===== config.mk =====
export PLATFORM = sky130hd
export DESIGN_NAME = blk_lock_mgr
export DESIGN_NICKNAME = d
export VERILOG_FILES = /design/src/rtl/blk_lock_pkg.sv /design/src/rtl/blk_lock_range.sv /design/src/rtl/blk_lock_array.sv /design/src/rtl/blk_lock_walker.sv /design/src/rtl/blk_lock_mgr.sv
export SDC_FILE = /design/constraint.sdc
export NUM_CORES = 1
export LEC_CHECK = 0
export BUFFER_PORTS_ARGS = -buffer_cell sky130_fd_sc_hd__buf_4
export CORE_MARGIN = 2
export CORE_UTILIZATION = 58
export DETAILED_ROUTE_END_ITERATION = 8
export PLACE_DENSITY = 0.8
export SYNTH_ARGS = -nofsm -noshare
export SYNTH_HDL_FRONTEND = slang
export SYNTH_SLANG_ARGS = --single-unit
export TNS_END_PERCENT = 10

===== constraint.sdc =====
create_clock -name clk -period 3.5 [get_ports clk]
set_input_delay 0.525 -clock clk [delete_from_list [all_inputs] [get_ports clk]]
set_output_delay 0.525 -clock clk [all_outputs]
set_load 0.05 [all_outputs]

===== src/rtl/blk_lock_pkg.sv =====
package blk_lock_pkg;

    typedef enum logic [2:0] {
        LS_TIGHT  = 3'b001,
        LS_LOCKED = 3'b010,
        LS_OPEN   = 3'b100
    } lock_state_e;

    typedef enum logic [1:0] {
        WK_OPEN,
        WK_LOCK,
        WK_TIGHT
    } walk_kind_e;

    localparam logic [7:0] OP_OPEN_RANGE  = 8'h23;
    localparam logic [7:0] OP_OPEN_ALL    = 8'h27;
    localparam logic [7:0] OP_LOCK_RANGE  = 8'h2A;
    localparam logic [7:0] OP_TIGHT_RANGE = 8'h2C;

endpackage


===== src/rtl/blk_lock_range.sv =====
module blk_lock_range #(
    parameter int REG_W  = 16,
    parameter int ADDR_W = 4
) (
    input  logic              clk,
    input  logic              rst_n,
    input  logic              start_we,
    input  logic              end_we,
    input  logic [REG_W-1:0]  wdata,
    output logic [ADDR_W-1:0] first_blk,
    output logic [ADDR_W-1:0] last_blk
);

    typedef struct packed {
        logic [ADDR_W-1:0] first;
        logic [ADDR_W-1:0] last;
    } range_t;

    range_t rng_d, rng_q;

    always_comb begin
        rng_d = rng_q;
        if (start_we) begin
            rng_d.first = wdata[ADDR_W-1:0];
            rng_d.last  = wdata[ADDR_W-1:0];
        end
        if (end_we) begin
            rng_d.last = wdata[ADDR_W-1:0];
        end
    end

    always_ff @(posedge clk or negedge rst_n) begin
        if (!rst_n) begin
            rng_q <= '0;
        end else begin
            rng_q <= rng_d;
        end
    end

    assign first_blk = rng_q.first;
    assign last_blk  = rng_q.last;

    // a lone first-block write leaves both registers equal
    assert_end_follows_start_R3: assert property (@(posedge clk) disable iff (!rst_n)
        (start_we && !end_we) |=> (last_blk == first_blk));

endmodule


===== src/rtl/blk_lock_array.sv =====
module blk_lock_array
    import blk_lock_pkg::*;
#(
    parameter int NUM_BLOCKS = 16,
    parameter int ADDR_W     = 4
) (
    input  logic              clk,
    input  logic              rst_n,
    input  logic              wr_en,
    input  logic [ADDR_W-1:0] wr_idx,
    input  lock_state_e       wr_state,
    input  logic [ADDR_W-1:0] rd_idx,
    output lock_state_e       rd_state,
    input  logic [ADDR_W-1:0] q_idx,
    output logic              q_writable
);

    lock_state_e st_d [NUM_BLOCKS];
    lock_state_e st_q [NUM_BLOCKS];

    always_comb begin
        st_d = st_q;
        if (wr_en && (int'(wr_idx) < NUM_BLOCKS)) begin
            st_d[wr_idx] = wr_state;
        end
    end

    always_ff @(posedge clk or negedge rst_n) begin
        if (!rst_n) begin
            for (int i = 0; i < NUM_BLOCKS; i++) begin
                st_q[i] <= LS_LOCKED;
            end
        end else begin
            st_q <= st_d;
        end
    end

    assign rd_state   = (int'(rd_idx) < NUM_BLOCKS) ? st_q[rd_idx] : LS_LOCKED;
    assign q_writable = (int'(q_idx) < NUM_BLOCKS) && (st_q[q_idx] == LS_OPEN);

    // the walker never overwrites a tight block with another state
    assert_tight_sticky_R6: assert property (@(posedge clk) disable iff (!rst_n)
        (wr_en && (int'(wr_idx) < NUM_BLOCKS) && (st_q[wr_idx] == LS_TIGHT))
            |-> (wr_state == LS_TIGHT));

endmodule


===== src/rtl/blk_lock_walker.sv =====
module blk_lock_walker
    import blk_lock_pkg::*;
#(
    parameter int NUM_BLOCKS = 16,
    parameter int ADDR_W     = 4
) (
    input  logic              clk,
    input  logic              rst_n,
    input  logic              cmd_valid,
    input  logic [7:0]        cmd_op,
    input  logic [ADDR_W-1:0] first_blk,
    input  logic [ADDR_W-1:0] last_blk,
    output logic [ADDR_W-1:0] rd_idx,
    input  lock_state_e       rd_state,
    output logic              wr_en,
    output logic [ADDR_W-1:0] wr_idx,
    output lock_state_e       wr_state,
    output logic              busy,
    output logic              done,
    output logic              cmd_err,
    output logic [2:0]        prot_status
);

    localparam int IDX_W = ADDR_W + 1;
    localparam logic [IDX_W-1:0] NUM_V  = IDX_W'(NUM_BLOCKS);
    localparam logic [IDX_W-1:0] ONE_V  = IDX_W'(1);

    typedef struct packed {
        logic             busy;
        walk_kind_e       kind;
        logic [IDX_W-1:0] idx;
        logic [IDX_W-1:0] last;
        logic             done;
        logic             err;
        lock_state_e      prot;
    } walk_t;

    walk_t w_d, w_q;
    logic  op_known;

    always_comb begin
        op_known = (cmd_op == OP_OPEN_RANGE) || (cmd_op == OP_OPEN_ALL) ||
                   (cmd_op == OP_LOCK_RANGE) || (cmd_op == OP_TIGHT_RANGE);
    end

    always_comb begin
        w_d      = w_q;
        w_d.done = 1'b0;
        w_d.err  = 1'b0;
        wr_en    = 1'b0;
        wr_state = LS_LOCKED;
        if (!w_q.busy) begin
            if (cmd_valid && op_known) begin
                w_d.busy = 1'b1;
                w_d.idx  = {1'b0, first_blk};
                w_d.last = {1'b0, last_blk};
                case (cmd_op)
                    OP_OPEN_ALL: begin
                        w_d.kind = WK_OPEN;
                        w_d.idx  = '0;
                        w_d.last = NUM_V - ONE_V;
                    end
                    OP_LOCK_RANGE:  w_d.kind = WK_LOCK;
                    OP_TIGHT_RANGE: w_d.kind = WK_TIGHT;
                    default:        w_d.kind = WK_OPEN;
                endcase
            end
        end else if (w_q.idx > w_q.last) begin
            w_d.busy = 1'b0;
            w_d.done = 1'b1;
        end else if (w_q.idx >= NUM_V) begin
            w_d.busy = 1'b0;
            w_d.done = 1'b1;
            w_d.err  = 1'b1;
        end else if (w_q.kind == WK_TIGHT) begin
            if (rd_state != LS_OPEN) begin
                wr_en    = 1'b1;
                wr_state = LS_TIGHT;
                w_d.prot = LS_TIGHT;
            end
            w_d.idx = w_q.idx + ONE_V;
        end else if (rd_state == LS_TIGHT) begin
            w_d.busy = 1'b0;
            w_d.done = 1'b1;
        end else begin
            wr_en    = 1'b1;
            wr_state = (w_q.kind == WK_LOCK) ? LS_LOCKED : LS_OPEN;
            w_d.prot = wr_state;
            w_d.idx  = w_q.idx + ONE_V;
        end
    end

    always_ff @(posedge clk or negedge rst_n) begin
        if (!rst_n) begin
            w_q      <= '0;
            w_q.kind <= WK_OPEN;
            w_q.prot <= LS_LOCKED;
        end else begin
            w_q <= w_d;
        end
    end

    assign rd_idx      = w_q.idx[ADDR_W-1:0];
    assign wr_idx      = w_q.idx[ADDR_W-1:0];
    assign busy        = w_q.busy;
    assign done        = w_q.done;
    assign cmd_err     = w_q.err;
    assign prot_status = w_q.prot;

    // an idle walker starts a walk on a known opcode
    assert_accept_R4: assert property (@(posedge clk) disable iff (!rst_n)
        (!busy && cmd_valid && op_known) |=> busy);

    // busy never drops without a done pulse
    assert_busy_ends_done_R4: assert property (@(posedge clk) disable iff (!rst_n)
        busy |=> (busy || done));

    // an in-range walk index past the array end raises the error
    assert_overrun_err_R10: assert property (@(posedge clk) disable iff (!rst_n)
        (busy && (w_q.idx <= w_q.last) && (w_q.idx >= NUM_V)) |=> cmd_err);

    // the status is always a single one-hot code
    assert_status_onehot_R2: assert property (@(posedge clk) disable iff (!rst_n)
        $countones(prot_status) == 1);

endmodule


===== src/rtl/blk_lock_mgr.sv =====
module blk_lock_mgr
    import blk_lock_pkg::*;
#(
    parameter int  NUM_BLOCKS = 16,
    parameter int  REG_W      = 16,
    localparam int ADDR_W     = $clog2(NUM_BLOCKS)
) (
    input  logic              clk,
    input  logic              rst_n,
    input  logic              start_we,
    input  logic              end_we,
    input  logic [REG_W-1:0]  addr_wdata,
    input  logic              cmd_valid,
    input  logic [7:0]        cmd_op,
    input  logic [ADDR_W-1:0] query_blk,
    output logic              query_writable,
    output logic [ADDR_W-1:0] start_addr,
    output logic [ADDR_W-1:0] end_addr,
    output logic              busy,
    output logic              done,
    output logic              cmd_err,
    output logic [2:0]        prot_status
);

    logic [ADDR_W-1:0] rd_idx;
    logic [ADDR_W-1:0] wr_idx;
    logic              wr_en;
    lock_state_e       rd_state;
    lock_state_e       wr_state;

    blk_lock_range #(.REG_W(REG_W), .ADDR_W(ADDR_W)) u_range (
        .clk       (clk),
        .rst_n     (rst_n),
        .start_we  (start_we),
        .end_we    (end_we),
        .wdata     (addr_wdata),
        .first_blk (start_addr),
        .last_blk  (end_addr)
    );

    blk_lock_walker #(.NUM_BLOCKS(NUM_BLOCKS), .ADDR_W(ADDR_W)) u_walker (
        .clk         (clk),
        .rst_n       (rst_n),
        .cmd_valid   (cmd_valid),
        .cmd_op      (cmd_op),
        .first_blk   (start_addr),
        .last_blk    (end_addr),
        .rd_idx      (rd_idx),
        .rd_state    (rd_state),
        .wr_en       (wr_en),
        .wr_idx      (wr_idx),
        .wr_state    (wr_state),
        .busy        (busy),
        .done        (done),
        .cmd_err     (cmd_err),
        .prot_status (prot_status)
    );

    blk_lock_array #(.NUM_BLOCKS(NUM_BLOCKS), .ADDR_W(ADDR_W)) u_array (
        .clk        (clk),
        .rst_n      (rst_n),
        .wr_en      (wr_en),
        .wr_idx     (wr_idx),
        .wr_state   (wr_state),
        .rd_idx     (rd_idx),
        .rd_state   (rd_state),
        .q_idx      (query_blk),
        .q_writable (query_writable)
    );

endmodule


# After elaboration in Yosys (flattened, before gate mapping)
# Index checks and enable logic that the tools add are counted.
# Widths: inputs -> output; s select.
[word_totals] register_bits=74 latchBits=0 ram_bits=0 rom_bits=0 input_bits=33 output_inout_bits=15 elab_cells=107 n_memories=0
[classes] addsub=1 multipliers=0 div_mod_pow=0 magnitude_cmp=5 eq_ne=14 n_shift=0 mux=47 bitwise=5 reduce_logical=10
[op_table] operator="$bwmux 48" n=1
[op_table] operator="$mux 3" n=15
[op_table] operator="$eq 8x6->1 const B" n=4
[op_table] operator="$mux 5" n=6
[op_table] operator="$bmux 3 s4" n=2
[op_table] operator="$ge 5x5->1 const B" n=3
[op_table] operator="$mux 1" n=15
[op_table] operator="$mux 13" n=1
[op_table] operator="$demux 3 s4" n=1
[op_table] operator="$mux 4" n=3
[op_table] operator="$not 4->5" n=2
[op_table] operator="$mux 9" n=1
[op_table] operator="$ne 2x2->1 const B" n=3
[op_table] operator="$ne 3x3->1 const B" n=2
[op_table] operator="$add 5x1->5 const B" n=1
[op_table] operator="$gt 5x5->1" n=1
[op_table] operator="$lt 5x1->1 const B" n=1
[op_table] operator="$reduce_and 5->1" n=1
[op_table] operator="$pmux 2 s2" n=1
[op_table] operator="$reduce_and 4->1" n=1
[op_table] operator="$reduce_bool 2->1" n=2
[op_table] operator="$eq 3x1->1 const B" n=1
[op_table] operator="$eq 3x3->1 const B" n=1
[op_table] operator="$logic_or 1x1->1" n=3
[op_table] operator="other kinds (7)" n=10

# Depth between registers and ports, before layout
[logic_depth] ltp_word=11 mapped_depth=10 mapped_depth_nobuf=8

# By module
# A second synthesis with hierarchy kept.
[unflattened] hier_cells=318 hier_area_um2=4058.9
[modules_own_cells] mod="blk_lock_array" n_inst=1 cells_per_inst=173 area_each_um2=2527.4 seq_area_each_um2=1221.2
[modules_own_cells] mod="blk_lock_walker" n_inst=1 cells_per_inst=128 area_each_um2=1214.9 seq_area_each_um2=426.7
[modules_own_cells] mod="blk_lock_range" n_inst=1 cells_per_inst=17 area_each_um2=316.6 seq_area_each_um2=200.2

# Worst setup path after synthesis
# OpenSTA, ideal clock, no wires.
[synth_path] kind="reg2reg" start="reg u_walker.w_q, in the netlist u_walker.rd_idx[0]" end="reg u_array.st_q[30] (netlist bit)" setup_ps=125 t_arrival_ps=2671 required_time_ps=3375 slack_ps=705 stages_incl_launch_ff=11 n_path_buf=3 synth_period_minus_slack_ps=2795 path_cell_list="dfrtp_1 > buf_6 > buf_6 > inv_1 > ha_1 > nand4_1 > a211oi_2 > clkbuf_1 > nand3_1 > nor3_1 > mux2_2"
[synth_between] elab_chain_len=11 word_cells_on_any_way=26 classes_between="4 x order compare; 2 x eq/ne; 18 x mux; 1 x bitwise; 1 x reduce/logical"
[synth_lines] item="from (decl)" line="blk_lock_walker.sv:38" rtl="walk_t w_d, w_q;"
[synth_lines] item="from (signal assigned)" line="blk_lock_walker.sv:99" rtl="w_q <= w_d;"
[synth_lines] item="$not 4->5 (implied by the code)" line="blk_lock_array.sv:24, blk_lock_array.sv:38"
[synth_lines] item="$bmux 3 s4" line="blk_lock_array.sv:38" rtl="assign rd_state = (int'(rd_idx) < NUM_BLOCKS) ? st_q[rd_idx] : LS_LOCKED;"
[synth_lines] item="$mux 3 (implied by the code) (2 in series)" line="blk_lock_array.sv:38"
[synth_lines] item="$eq 3x1->1 or $ne 3x3->1 (tied branches)" line="blk_lock_walker.sv:82, blk_lock_walker.sv:76"
[synth_lines] item="$mux 3 or $mux 2 (tied branches)" line="blk_lock_walker.sv:82, blk_lock_walker.sv:76"
[synth_lines] item="$mux 3" line="blk_lock_walker.sv:75" rtl="end else if (w_q.kind == WK_TIGHT) begin"
[synth_lines] item="$mux 3" line="blk_lock_walker.sv:71" rtl="end else if (w_q.idx >= NUM_V) begin"
[synth_lines] item="$mux 3" line="blk_lock_walker.sv:68" rtl="end else if (w_q.idx > w_q.last) begin"
[synth_lines] item="$mux 3" line="blk_lock_walker.sv:52" rtl="if (!w_q.busy) begin"
[synth_lines] item="$bwmux 48" line="blk_lock_array.sv:24" rtl="st_d[wr_idx] = wr_state;"
[synth_lines] item="to (signal assigned)" line="blk_lock_array.sv:34" rtl="st_q <= st_d;"
[synth_lines] item="to (decl)" line="blk_lock_array.sv:19" rtl="lock_state_e st_q [NUM_BLOCKS];"
# Several ways; a longest one is shown, not always the timed one. The select of a mux whose other input is x is not followed.
# A chain may end at the register's enable or synchronous reset.

# Worst setup path in the final report
[layout_path] start="reg u_walker.w_q, in the netlist u_walker.rd_idx[1]" end="reg u_array.st_q[17] (netlist bit)"
[layout_between] elab_chain_len=11 word_cells_on_any_way=25 classes_between="4 x order compare; 2 x eq/ne; 17 x mux; 1 x bitwise; 1 x reduce/logical"
[layout_lines] item="$not 4->5 (implied by the code)" line="blk_lock_array.sv:24, blk_lock_array.sv:38"
[layout_lines] item="$bmux 3 s4" line="blk_lock_array.sv:38"
[layout_lines] item="$mux 3 (implied by the code) (2 in series)" line="blk_lock_array.sv:38"
[layout_lines] item="$eq 3x1->1" line="blk_lock_walker.sv:82" rtl="end else if (rd_state == LS_TIGHT) begin"
[layout_lines] item="$mux 3" line="blk_lock_walker.sv:82"
[layout_lines] item="$mux 3" line="blk_lock_walker.sv:75"
[layout_lines] item="$mux 3" line="blk_lock_walker.sv:71"
[layout_lines] item="$mux 3" line="blk_lock_walker.sv:68"
[layout_lines] item="$mux 3" line="blk_lock_walker.sv:52"
[layout_lines] item="$bwmux 48" line="blk_lock_array.sv:24"
# Several ways; a longest one is shown, not always the timed one. The select of a mux whose other input is x is not followed.

==> summary.md <==
| Metric | Value |
|---|---|
| Status | `complete, no violations` |
| Cell area after placement | `about 0.0043 mm2` |
| Unrepaired setup endpoints after global routing | `false` |
| 1st-iter DRT viols | `190` |
| DRC violations left | `0` |
| Critical Path End | `u_array.st_q[17]` |
| Startpoint types | `flop` |
| Largest net degree at the start of global routing | `74` |
| Kind of cell adding the most delay to the critical path | `simple AND/OR/NAND/NOR gates` |
| CTS Buffer Depth | `2` |
| FF+latch count, synth | `between 70 and 80` |
| CP max-delay cell | `dfrtp_1` |
| Clk root buf | `clkbuf_8` |
| Worst VDD drop | `0.0002341 V` |
| Register Area | `between 0.0015 and 0.002 mm2` |
| Final period util | `about nine tenths` |
| FF-to-FF path depth | `7` |
| CP endpoint kind | `flop` |
| Synth Flop Type | `dfrtp_1` |
| GPL Wtd Cong | `0.9198` |
| Post-CTS Setup Bufs | `0` |
| Initial antenna violation count | `0` |
| Number of global-route vias before repair | `2938` |
| # rows | `30` |
| DIE AREA | `between 0.007 and 0.008 mm2` |
| I/O pins | `48` |
| Syn. warnings | `0` |
| Leading post-synthesis cells by cell area | `dfrtp_1 (35%), dfstp_2 (11%), mux2_2 (9.1%)` |
| Worst-margin pin slew | `0.8965 ns` |
| Reg-to-reg critical path startpoint | `u_walker.rd_idx[1]` |
| Levels on crit path | `7` |
| Layout cells sized above 1 | `33.06%` |
| Critical Path RT | `3.73 ns` |
| Average size of a mapped cell | `11.83 um2` |
| H-tree levels | `3` |
| Fill cell count | `just under 500` |
| Antenna cells | `0` |
| Compound-Gate Fraction of Synth Area | `about 8.3%` |
| Hold slack | `about 0.30 ns` |
| Worst hold-check path type | `in2async` |
| RR Endpoint | `u_array.st_q[17]` |
| Leak pwr | `1.963 nW` |
| Layout area overhead | `13.35%` |
| Hold_buf cts | `0` |
| Final worst path period need | `3.089 ns` |
| Final ANT Viol Nets | `0` |
| Total power density per cell area | `approximately 530 mW/mm2` |
| Arrival @ worst endpoint | `about 3.3 ns` |
| Worst setup path category | `reg2reg` |
| Critical path, cell by cell | `mux4_2 > a22oi_1 > nand2_2 > nor4_4 > buf_4 > nor3_1 > mux2_1` |
| DRT Pass-1 Iters | `4` |
| Global route overflow | `0` |
| Multi-input gate area | `roughly 0.0020 mm2` |
| CP startpoint | `u_walker.rd_idx[1]` |
| Post-Syn Instances | `approximately 340` |
| Final setup vio count | `0` |
| DR vias | `2924` |
| Yosys cell types | `slightly below 50` |
| Final hold violation count | `0` |
| Final core area utilization | `between 60% and 70%` |
| Register area share after synthesis | `between 40% and 50%` |
| Die width | `86.67 um` |
| Routed WL | `between 8 and 9 mm` |
| Max Slew Vio Count | `0` |
| Power, Total | `between 2 and 2.5 mW` |
| Chip height | `between 80 and 90 um` |
| XOR/XNOR share of the synthesized area | `0.2210%` |
| DP HPWL | `6.037 mm` |
| EDFF count, synth | `0` |
| Clk slew on worst S/H paths | `around 0.08 ns` |
| Tot GR Track Use | `roughly a quarter` |
| Max Freq | `around 320 MHz` |
| Final instance area | `roughly 0.0045 mm2` |
| Synth Area in Adders | `between 3 and 4%` |
| Port buffer count | `35` |
| Total core area | `around 0.0067 mm2` |
| Skew final | `0.007759 ns` |
| Crit Path Max Fanout | `17` |
| Sink Count | `between 70 and 80` |
| Share of async-settable or async-resettable flops after synthesis | `100.0%` |
| Post-Syn Area | `between 0.003 and 0.004 mm2` |
| Cell taking the most area after synthesis | `dfrtp_1` |
| Mapped Nets | `378` |
| CTS tree | `built` |
| Multiplexer share of the synthesized area | `a little under a quarter` |
| Post-Synth Simple-Gate Area | `14.05%` |
| Post_cts resized | `0` |
| Global-route wire length before repair | `14.17 mm` |
| # nets final | `410` |
| Starting Density | `approximately 59%` |
| Clk Latency, worst-skew pair | `~0.35 ns` |
| Max cap viols | `0` |
| Largest family of logic cells by synthesized area | `multiplexers` |
| Slowest stage delay, CP | `about 0.81 ns` |
| Vias per cell | `6.469` |
| Worst slew margin | `40.23%` |
| Post-synth top area share | `35.35%` |
| Num CTS Buffers | `9` |
| Reg2reg setup slack | `~0.41 ns` |
| Detailed-route wire length per cell | `between 15 and 20 um` |
| Total negative slack | `0 ns` |
| Worst Path Buf+Inv | `1` |
==> power by group <==
part | total (mW) | internal [mW] | switching, mW
clock | 0.753 | 0.438 | 0.316
sequential | 1.03 | 0.933 | 0.101
combinational | 0.606 | 0.249 | 0.357
==> how the worst min path moves through the flow <==
stage,startpoint,endpoint,slack [ns]
floorplan,rst_n,u_array.st_q[0],0.23
global placement,u_walker.prot_status[2],u_walker.prot_status[2],0.48
detailed placement,u_walker.w_q[5],u_walker.w_q[5],0.48
CTS,rst_n,u_walker.w_q[7],0.33
global route,rst_n,u_range.last_blk[3],0.38
finish,rst_n,u_walker.w_q[8],0.30
==> cells in the mapped netlist, types with 2 or more instances <==
master    count
dfrtp_1      56
mux2_2       32
mux2_1       26
nor3_1       21
nand3_1      19
dfstp_2      17
nand2_1      16
nor2_1       15
inv_1        14
clkbuf_1     12
mux4_2       12
a21oi_1      11
ha_1         10
nor4b_1       9
a31oi_1       5
a211oi_1      4
a311oi_1      4
buf_4         4
a22o_1        3
a22oi_1       3
nand4_1       3
o21ai_0       3
and4_1        2
buf_2         2
buf_6         2
nand2b_1      2
nand3b_1      2
nand4b_1      2
nor2b_1       2
nor4_4        2
o311a_1       2
==> cells by family (layout without fill, tap and decap cells) <==
logic type	after synthesis	in the layout
adder cells (fa/ha/maj)	10	10
AND/OR/NAND/NOR	99	99
other	1	1
buffers and inverters	34	71
multiplexers	71	71
AO/OA/AOI/OAI	46	46
XOR/XNOR	1	1
flip-flops	73	73
==> sequential cells by signal (all words and copies together), names as in the netlist <==
name                  count
u_array.st_q             48
u_walker.w_q              7
u_range.first_blk         4
u_range.last_blk          4
u_walker.rd_idx           4
u_walker.prot_status      3
u_walker.busy             1
u_walker.cmd_err          1
u_walker.done             1
==> worst reg2reg max path, delay by kind of cell (launching register included) <==
| family | cells | cell delay (ns) |
|---|---|---|
| AOI/OAI and AO/OA | 1 | 0.26 |
| DFF | 1 | 0.81 |
| muxes | 2 | 0.80 |
| buffers and inverters | 1 | 0.27 |
| and+or+nand+nor | 3 | 0.82 |
==> per-stage QoR <==
step,worst slack [ns],instances
after floorplan,0.7047,335
after global placement,0.5329,436
after detailed placement,0.4793,436
after CTS,0.4282,452
after global routing,0.2631,452
final,0.4112,452
==> metal layers <==
layer / wire, um / part of all wire [%] / global-route usage, % / vias up
met2: 4384 / 51 / 40.14 / 119
met5: 0 / 0 / 0 / -
li1: - / - / - / 1321
met4: 233 / 2.7 / 14.06 / 0
met3: 430 / 5.0 / 3.810 / 24
met1: 3626 / 42 / 31.03 / 1460
==> layout make-up <==
class / count / area share (%)
multi-input combinational: 228 / 43.53
sequential: 73 / 41.13
timing repair buffer: 41 / 6.850
clock buffer: 11 / 3.370
tap: 80 / 2.228
clock inverter: 5 / 1.727
inverter: 14 / 1.170
==> cell usage in the layout (no fill, tap or decap), drive strengths merged, types with 2 or more instances in the layout <==
cell type / n
o311a: 2
nand2b: 2
a21oi: 11
nor3: 21
clkbuf: 11
ha: 10
nand3b: 2
and4: 2
buf: 41
dfstp: 17
a22o: 3
a311oi: 4
nor4b: 9
nand4b: 2
nor2b: 2
inv: 14
clkinv: 2
dfrtp: 56
nand4: 3
nor2: 16
a211oi: 5
bufinv: 2
a22oi: 3
mux2: 58
mux4: 12
nor4: 2
a31oi: 5
nand2: 17
o21ai: 4
nand3: 19
Note: power is estimated with default switching activity, not from simulation.
